$ cat src/rtl/jtp_pkg.sv
package jtp_pkg;
  localparam int PRBS_W = 23;
  localparam int TAP    = 17;
  typedef logic [PRBS_W-1:0] prbs_t;

  // Advance the LFSR by eight bit-steps.
  function automatic prbs_t prbs_adv8(prbs_t s);
    prbs_t t;
    t = s;
    for (int i = 0; i < 8; i++) begin
      t = {t[PRBS_W-2:0], t[PRBS_W-1] ^ t[TAP]};
    end
    return t;
  endfunction

  // Collect the eight emitted bits, first bit in the MSB.
  function automatic logic [7:0] prbs_out8(prbs_t s);
    prbs_t       t;
    logic [7:0]  b;
    t = s;
    b = '0;
    for (int i = 0; i < 8; i++) begin
      b = {b[6:0], t[PRBS_W-1]};
      t = {t[PRBS_W-2:0], t[PRBS_W-1] ^ t[TAP]};
    end
    return b;
  endfunction
endpackage

$ cat src/rtl/jtp_frame_ctr.sv
module jtp_frame_ctr #(
  parameter int ROWS = 9,
  parameter int COLS = 90,
  localparam int ROW_W = (ROWS > 1) ? $clog2(ROWS) : 1,
  localparam int COL_W = (COLS > 1) ? $clog2(COLS) : 1
) (
  input  logic             clk,
  input  logic             rst_n,
  input  logic             en,
  output logic [ROW_W-1:0] row,
  output logic [COL_W-1:0] col,
  output logic             phase
);
  localparam logic [ROW_W-1:0] ROW_MAX = ROW_W'(ROWS - 1);
  localparam logic [COL_W-1:0] COL_MAX = COL_W'(COLS - 1);

  logic [ROW_W-1:0] row_q, row_d;
  logic [COL_W-1:0] col_q, col_d;
  logic             ph_q, ph_d;
  logic             last;

  always_comb begin
    last  = (row_q == ROW_MAX) && (col_q == COL_MAX);
    row_d = row_q;
    col_d = col_q;
    ph_d  = ph_q;
    if (!en) begin
      row_d = '0;
      col_d = '0;
      ph_d  = 1'b0;
    end else if (col_q == COL_MAX) begin
      col_d = '0;
      row_d = (row_q == ROW_MAX) ? '0 : row_q + 1'b1;
      if (last) ph_d = ~ph_q;
    end else begin
      col_d = col_q + 1'b1;
    end
  end

  always_ff @(posedge clk or negedge rst_n) begin
    if (!rst_n) begin
      row_q <= '0;
      col_q <= '0;
      ph_q  <= 1'b0;
    end else begin
      row_q <= row_d;
      col_q <= col_d;
      ph_q  <= ph_d;
    end
  end

  assign row   = row_q;
  assign col   = col_q;
  assign phase = ph_q;

  p_phase_flip_r3: assert property (@(posedge clk) disable iff (!rst_n)
    (en && row_q == ROW_MAX && col_q == COL_MAX) |=> (ph_q != $past(ph_q)));
  p_col_bound_r2: assert property (@(posedge clk) disable iff (!rst_n)
    (col_q <= COL_MAX) && (row_q <= ROW_MAX));
endmodule

$ cat src/rtl/jtp_prbs.sv
module jtp_prbs
  import jtp_pkg::*;
#(
  parameter prbs_t SEED = 23'h5A3C96
) (
  input  logic       clk,
  input  logic       rst_n,
  input  logic       en,
  input  logic       pl_now,
  input  logic       pl_start,
  input  logic       phase,
  output logic [7:0] pbyte
);
  prbs_t st_q, st_d, cur;

  always_comb begin
    cur   = pl_start ? (phase ? prbs_t'(~SEED) : SEED) : st_q;
    pbyte = prbs_out8(cur);
    st_d  = st_q;
    if (!en)         st_d = SEED;
    else if (pl_now) st_d = prbs_adv8(cur);
  end

  always_ff @(posedge clk or negedge rst_n) begin
    if (!rst_n) st_q <= SEED;
    else        st_q <= st_d;
  end

  p_hold_oh_r7: assert property (@(posedge clk) disable iff (!rst_n)
    (en && !pl_now) |=> $stable(st_q));
  p_nonzero_r8: assert property (@(posedge clk) disable iff (!rst_n)
    st_q != '0);
endmodule

$ cat src/rtl/jtp_byte_sel.sv
module jtp_byte_sel #(
  parameter int         ROWS    = 9,
  parameter int         COLS    = 90,
  parameter int         OH_COLS = 3,
  parameter int         CID_LEN = 2,
  parameter logic [7:0] OH_FILL = 8'hA5,
  localparam int ROW_W = (ROWS > 1) ? $clog2(ROWS) : 1,
  localparam int COL_W = (COLS > 1) ? $clog2(COLS) : 1
) (
  input  logic             clk,
  input  logic             rst_n,
  input  logic             en,
  input  logic [ROW_W-1:0] row,
  input  logic [COL_W-1:0] col,
  input  logic             phase,
  input  logic [7:0]       pbyte,
  output logic             pl_now,
  output logic             pl_start,
  output logic [7:0]       tx_byte,
  output logic             frame_start,
  output logic             frame_phase,
  output logic             oh_flag,
  output logic             pl_flag
);
  localparam logic [COL_W-1:0] C_POH = COL_W'(OH_COLS);
  localparam logic [COL_W-1:0] C_CID = COL_W'(OH_COLS - CID_LEN);
  localparam logic [COL_W-1:0] C_PLS = COL_W'(OH_COLS + 1);

  logic       is_toh, is_cid, row0;
  logic [7:0] byte_d;
  logic       start_d, oh_d, pl_d, ph_d;

  always_comb begin
    row0     = (row == '0);
    is_toh   = (col < C_POH);
    is_cid   = row0 && is_toh && (col >= C_CID);
    pl_now   = en && (col > C_POH);
    pl_start = pl_now && row0 && (col == C_PLS);
    if (!en)         byte_d = 8'h00;
    else if (is_cid) byte_d = {8{phase}};
    else if (pl_now) byte_d = pbyte;
    else             byte_d = OH_FILL;
    start_d = en && row0 && (col == '0);
    oh_d    = en && !pl_now;
    pl_d    = pl_now;
    ph_d    = en && phase;
  end

  always_ff @(posedge clk or negedge rst_n) begin
    if (!rst_n) begin
      tx_byte     <= 8'h00;
      frame_start <= 1'b0;
      frame_phase <= 1'b0;
      oh_flag     <= 1'b0;
      pl_flag     <= 1'b0;
    end else begin
      tx_byte     <= byte_d;
      frame_start <= start_d;
      frame_phase <= ph_d;
      oh_flag     <= oh_d;
      pl_flag     <= pl_d;
    end
  end

  p_start_is_oh_r2: assert property (@(posedge clk) disable iff (!rst_n)
    frame_start |-> (oh_flag && !pl_flag));
endmodule

$ cat src/rtl/jtp_gen.sv
module jtp_gen
  import jtp_pkg::*;
#(
  parameter int         ROWS    = 9,
  parameter int         COLS    = 90,
  parameter int         OH_COLS = 3,
  parameter int         CID_LEN = 2,
  parameter logic [7:0] OH_FILL = 8'hA5,
  parameter prbs_t      SEED    = 23'h5A3C96
) (
  input  logic       clk,
  input  logic       rst_n,
  input  logic       test_en,
  output logic [7:0] tx_byte,
  output logic       frame_start,
  output logic       frame_phase,
  output logic       oh_flag,
  output logic       pl_flag
);
  localparam int ROW_W = (ROWS > 1) ? $clog2(ROWS) : 1;
  localparam int COL_W = (COLS > 1) ? $clog2(COLS) : 1;

  logic [ROW_W-1:0] row;
  logic [COL_W-1:0] col;
  logic             phase, pl_now, pl_start;
  logic [7:0]       pbyte;

  jtp_frame_ctr #(.ROWS(ROWS), .COLS(COLS)) u_ctr (
    .clk(clk), .rst_n(rst_n), .en(test_en),
    .row(row), .col(col), .phase(phase)
  );

  jtp_prbs #(.SEED(SEED)) u_prbs (
    .clk(clk), .rst_n(rst_n), .en(test_en),
    .pl_now(pl_now), .pl_start(pl_start), .phase(phase),
    .pbyte(pbyte)
  );

  jtp_byte_sel #(
    .ROWS(ROWS), .COLS(COLS), .OH_COLS(OH_COLS),
    .CID_LEN(CID_LEN), .OH_FILL(OH_FILL)
  ) u_sel (
    .clk(clk), .rst_n(rst_n), .en(test_en),
    .row(row), .col(col), .phase(phase), .pbyte(pbyte),
    .pl_now(pl_now), .pl_start(pl_start),
    .tx_byte(tx_byte), .frame_start(frame_start),
    .frame_phase(frame_phase), .oh_flag(oh_flag), .pl_flag(pl_flag)
  );

  p_quiet_r9: assert property (@(posedge clk) disable iff (!rst_n)
    !test_en |=> (tx_byte == 8'h00 && !frame_start && !oh_flag && !pl_flag));
  p_one_flag_r4: assert property (@(posedge clk) disable iff (!rst_n)
    test_en |=> ($countones({oh_flag, pl_flag}) == 1));
endmodule

$ cat config.mk
export PLATFORM = sky130hd
export DESIGN_NAME = jtp_gen
export DESIGN_NICKNAME = d
export VERILOG_FILES = /design/src/rtl/jtp_pkg.sv /design/src/rtl/jtp_frame_ctr.sv /design/src/rtl/jtp_prbs.sv /design/src/rtl/jtp_byte_sel.sv /design/src/rtl/jtp_gen.sv
export SDC_FILE = /design/constraint.sdc
export NUM_CORES = 1
export LEC_CHECK = 0
export ABC_AREA = 1
export BUFFER_PORTS_ARGS = -buffer_cell sky130_fd_sc_hd__buf_2
export CAP_MARGIN = 10
export CORE_MARGIN = 2
export CORE_UTILIZATION = 54
export CTS_CLUSTER_SIZE = 10
export DETAILED_ROUTE_END_ITERATION = 7
export GPL_ROUTABILITY_DRIVEN = 0
export PLACE_DENSITY = 0.79
export SETUP_SLACK_MARGIN = 0.05
export SYNTH_ARGS = -nofsm -noshare
export SYNTH_HDL_FRONTEND = slang
export SYNTH_HIERARCHICAL = 1
export SYNTH_SLANG_ARGS = --single-unit
$ cat constraint.sdc
create_clock -name clk -period 2 [get_ports clk]
set_clock_uncertainty 0.1 [all_clocks]
set_input_delay 0.4 -clock clk [delete_from_list [all_inputs] [get_ports clk]]
set_output_delay 0.4 -clock clk [all_outputs]
set_load 0.02 [all_outputs]
# Yosys cells after proc, flatten, opt, wreduce, memory -nomap -nowiden
# Index checks and enable logic that the tools add are counted.
# Widths: inputs -> output; s select.
# classes
n_addsub	2
order_cmp	3
eq_ne	6
mux	15
n_bitwise	9
n_reduce_logical	14
# op_table
op	count
$mux 23	4
$mux 8	3
$mux 7	2
$mux 4	3
$logic_and 1x1->1	10
$xor 1x1->1	8
$add 7x1->7 const B	1
$eq 7x3->1 const B	1
$eq 7x7->1 const B	1
$ge 7x1->1 const B	1
$gt 7x2->1 const B	1
$logic_not 7->1	1
$lt 7x2->1 const B	1
$ne 2x1->1 const B	3
$add 4x1->4 const B	1
$eq 4x4->1 const B	1
$logic_not 4->1	1
$mux 1	3
$reduce_and 2->1	1
$logic_not 1->1	1
$not 1->1	1
# word_totals
ff_bits	47
out_inout_bits	12

# Logic depth before layout (Yosys ltp)
# depth
ltp_word	8
mapped_depth	11
depth_no_buf	11

# Cells and area by module
# Netlist, hierarchy kept.
# modules_own_cells
mod	n_inst	cells_per_inst	area_per_inst_um2
jtp_prbs	1	149	1156.1
jtp_frame_ctr	1	83	683.2
jtp_byte_sel	1	64	576.8

# Worst setup path before layout
# No wires, ideal clock.
# synth_path
kind	flip-flop to flip-flop
start	register u_ctr.col_q[3] (netlist: u_ctr/col[3])
end	register u_sel.tx_byte[3]
setup_ps	113
arrival_time_ps	1665
path_slack_ps	123
path_stages_with_launch	10
n_path_buf	1
cell_sequence	dfrtp_1 > nor2_2 > nand2_2 > nor3_1 > clkbuf_1 > o21ai_0 > nand3_1 > nand2_1 > nand2_1 > inv_1
# synth_between
elab_chain_len	8
word_cells_on_any_way	13
classes_between	3 x order compare; 1 x eq/ne; 4 x mux; 5 x reduce/logical
# synth_lines
item	line	text
start: declaration	jtp_frame_ctr.sv:18	logic [COL_W-1:0] col_q, col_d;
start signal: assignment	jtp_frame_ctr.sv:47	col_q <= col_d;
$gt 7x2->1	jtp_byte_sel.sv:37	pl_now = en && (col > C_POH);
$logic_and 1x1->1	jtp_byte_sel.sv:37	
$logic_and 1x1->1	jtp_byte_sel.sv:38	pl_start = pl_now && row0 && (col == C_PLS);
$logic_and 1x1->1 *	jtp_byte_sel.sv:38	
via pl_start	jtp_gen.sv:25	logic phase, pl_now, pl_start;
$mux 23 *	jtp_prbs.sv:17	cur = pl_start ? (phase ? prbs_t'(~SEED) : SEED) : st_q;
via pbyte[3]	jtp_gen.sv:26	logic [7:0] pbyte;
$mux 8 *	jtp_byte_sel.sv:41	else if (pl_now) byte_d = pbyte;
$mux 8 *	jtp_byte_sel.sv:40	else if (is_cid) byte_d = {8{phase}};
$mux 8 *	jtp_byte_sel.sv:39	if (!en) byte_d = 8'h00;
via u_sel.byte_d[3]	jtp_byte_sel.sv:30	logic [7:0] byte_d;
end signal: assignment	jtp_byte_sel.sv:57	tx_byte <= byte_d;
end: declaration	jtp_byte_sel.sv:19	output logic [7:0] tx_byte,
# The timed path passes the listed nets; every way through them passes the cells marked *.
# A chain may end at the register's enable or synchronous reset.

# Worst setup path in the final report
# layout_path
start	register u_ctr.col_q[3] (netlist: u_ctr/col[3])
end	register u_prbs.st_q[1]
# layout_between
elab_chain_len	8
word_cells_on_any_way	10
classes_between	1 x order compare; 2 x eq/ne; 3 x mux; 1 x bitwise; 3 x reduce/logical
# layout_lines
item	line	text
$gt 7x2->1 *	jtp_byte_sel.sv:37	
$logic_and 1x1->1 *	jtp_byte_sel.sv:37	
via pl_now	jtp_gen.sv:25	
$logic_and 1x1->1 (2 in a row)	jtp_byte_sel.sv:38	
$mux 23	jtp_prbs.sv:17	
$xor 1x1->1	n/a	
$mux 23	jtp_prbs.sv:21	else if (pl_now) st_d = prbs_adv8(cur);
$mux 23	jtp_prbs.sv:20	if (!en) st_d = SEED;
end signal: assignment	jtp_prbs.sv:26	else st_q <= st_d;
end: declaration	jtp_prbs.sv:14	prbs_t st_q, st_d, cur;
# The timed path passes the listed nets; every way through them passes the cells marked *. The select of a mux whose other input is x is not followed.

==> summary.md <==
| Metric | Value |
|---|---|
| Worst r2r path cells | `9` |
| Vias per inst | `about 5.2` |
| Most frequent cells in the layout | `nand2_1, inv_1, dfrtp_1` |
| CP Capture Point | `u_prbs/st_q[1]` |
| Avg Cell Area, Syn | `8.16 um2` |
| Clk root buf | `clkbuf_8` |
| Final Setup Violations | `0` |
| Finished Core Util | `63.7%` |
| Clock-pin slew on the worst setup and hold paths | `0.09 ns` |
| Die H | `70.9 um` |
| CP max FO | `16` |
| Tot GR Track Use | `20.9%` |
| Worst setup path startpoint | `u_ctr/col[3]` |
| Area Growth Syn to Fin | `13.9%` |
| Htree depth | `2` |
| Most common cell after layout, fill and taps aside | `nand2_1` |
| CTS tree | `built` |
| Max-Cap Viols | `0` |
| CP endpoint kind | `register` |
| Diode count | `0` |
| # IOs | `15` |
| Synth warnings | `6` |
| Final Hold Viols | `0` |
| Final Max Slew Viols | `0` |
| Dpl cells | `366` |
| Initial antenna violation count | `0` |
| Share of cells above drive strength 1 | `23.1%` |
| Routed WL per cell | `about 13 um` |
| CTS Buf Count | `5` |
| Reg-to-reg slack, setup | `0.13 ns` |
| CP startpoint kind | `register` |
| Critical path class | `reg2reg` |
| Max Fclk | `roughly 0.53 GHz` |
| Routed Antenna Nets | `0` |
| Post-layout net count | `331` |
| Initial core utilization | `a little under three fifths` |
| Reg2reg end | `u_prbs/st_q[1]` |
| Largest net degree at the start of global routing | `28` |
| Ranking of synthesized cells by area | `dfrtp_1, dfstp_2, nand2_1, inv_1, nand3_1` |
| Port Buffers | `14` |
| Yosys top cell by area | `dfrtp_1` |
| PnR worst setup slack | `0.130 ns` |
| Die Wd | `~71 um` |
| Fill cells | `368` |
| Netlist cell types | `30` |
| Outcome | `complete, no violations` |
| Core area | `around 4300 um2` |
| Clk_lat worst skew | `0.30 ns` |
| Hold Crit Class | `reg2reg` |
| Area fraction of the dominant cell type after synthesis | `36.3%` |
| Final worst path period need | `1.87 ns` |
| Yosys reg bits | `47` |
| Initial DRC count | `~160` |
| Final TNS setup | `0 ns` |
| Reg2reg start | `u_ctr/col[3]` |
| Via count | `1,975` |
| Gr ovfl total | `0` |
| Clock Tree Buf Depth | `2` |
| # rows | `24` |
| RSZ-0062 raised after global routing | `no` |
| Leak | `~1.4 nW` |
| DRC viols | `0` |
| Period Utilization, post-route | `93.5%` |
| Routed wire length | `4820 um` |
| Synth Instances | `296` |
| Clk sinks | `47` |
| Vias in the first global route | `1,861` |
| Mapped Nets | `303` |
| Post-synthesis sequential area ratio | `49.3%` |
| Critical Path RT | `2.15 ns` |
| Total power | `1.83 mW` |
| DP Wirelength | `between 3000 and 4000 um` |
| Peak supply drop | `222 uV` |
| Router iterations before antenna repair | `4` |
| Max transition margin | `66.1%` |
| Post-place setup slack | `0.150 ns` |
| Pwr/cell area | `665 nW/um2` |
| Synthesized cell area | `2420 um2` |
| Final cell count without fillers | `377` |
| Die ar. | `5030 um2` |
| Critical path data arrival time | `2.02 ns` |
| Actual slew at the worst max-slew pin | `0.509 ns` |
| First-pass GRT wire length | `8380 um` |
[cell usage after synthesis, drive strengths merged]
| master | instances |
|---|---|
| nand3 | 28 |
| or2 | 1 |
| a22oi | 1 |
| nor2 | 35 |
| dfrtp | 35 |
| buf | 4 |
| xor2 | 2 |
| dfstp | 12 |
| xnor2 | 1 |
| nand3b | 1 |
| a21oi | 8 |
| inv | 49 |
| nor3 | 3 |
| clkbuf | 1 |
| nand2 | 74 |
| nand4 | 3 |
| o22ai | 2 |
| ha | 4 |
| o21ai | 32 |
[kinds of logic (layout without fill, tap and decap cells)]
| group | count (synthesis) | in the layout | share of synthesized area [%] |
|---|---|---|---|
| AOI/OAI and AO/OA | 43 | 43 | 9.27 |
| adders and majority gates | 4 | 4 | 2.07 |
| xor gates and xnor gates | 3 | 3 | 1.09 |
| and+or+nand+nor | 145 | 145 | 29.3 |
| DFF | 47 | 47 | 49.3 |
| buffers and inverters | 54 | 83 | 8.96 |
[through the flow]
stage | cell area (um2) | hold slack, ns
CTS | 2710 | 0.390
detailed placement | 2600 | 0.297
floorplan | 2420 | 0.00441
global placement | 2600 | 0.291
global route | 2750 | 0.421
finish | 2750 | 0.383
[final cells by class]
class	instances	area (um2)	area share (%)
sequential	47	1190	43.3
multi-input combinational	195	1030	37.6
inverter	49	186	6.77
timing repair buffer	26	183	6.64
clock buffer	7	86.3	3.14
tap	52	65.1	2.36
clock inverter	1	5.00	0.182
[power breakdown]
part	internal, mW	total, mW	switching [mW]
registers	0.992	1.01	0.0185
clock network	0.279	0.579	0.300
logic	0.0781	0.240	0.162
total	1.35	1.83	0.481
[flip-flops by register name, indices dropped and copies added, names as in the netlist]
name,count
u_prbs/st_q,23
u_sel/frame_phase,1
u_sel/pl_flag,1
u_sel/frame_start,1
u_ctr/row,4
u_sel/oh_flag,1
u_sel/tx_byte,8
u_ctr/col,7
u_ctr/phase,1
[worst min path at each step]
stage                          from               to  slack, ns  cells after the start
global placement              rst_n     u_ctr/col[6]       0.29                      1
floorplan                     rst_n     u_ctr/col[0]      0.004                      0
global route        u_prbs/st_q[21]  u_prbs/st_q[21]       0.42                      2
finish               u_prbs/st_q[0]   u_prbs/st_q[0]       0.38                      2
CTS                  u_prbs/st_q[0]   u_prbs/st_q[0]       0.39                      2
detailed placement            rst_n     u_ctr/col[6]       0.30                      1
[worst max-delay path: stages (launching register included)]
cell and delay, ns:
dfrtp_1 0.45, nor2_2 0.17, nand3b_1 0.20, nand2_2 0.17, inv_1 0.11, nor2_4 0.14, inv_2 0.13, or2_0 0.24
nand2_1 0.07, inv_1 0.03
[layer usage]
| layer | wire, um | share of wire, % | vias to the layer above | global-route usage (%) |
|---|---|---|---|---|
| met4 | 74 | 1.5 | 0 | 7.76 |
| met1 | 2220 | 46 | 904 | 29.3 |
| met5 | 0 | 0 | - | 0 |
| li1 | - | - | 986 | - |
| met3 | 279 | 5.8 | 9 | 3.70 |
| met2 | 2250 | 47 | 76 | 32.7 |
[timing repair]
| item | CTS | global route |
|---|---|---|
| setup buffers | 0 | 2 |
| endpoints found under the setup margin | 0 | 25 |
| hold buffers | 1 | 0 |
| endpoints found under the hold margin | 17 | 0 |
| resized for setup | 0 | 8 |
Power figures use the tool's default switching activity.
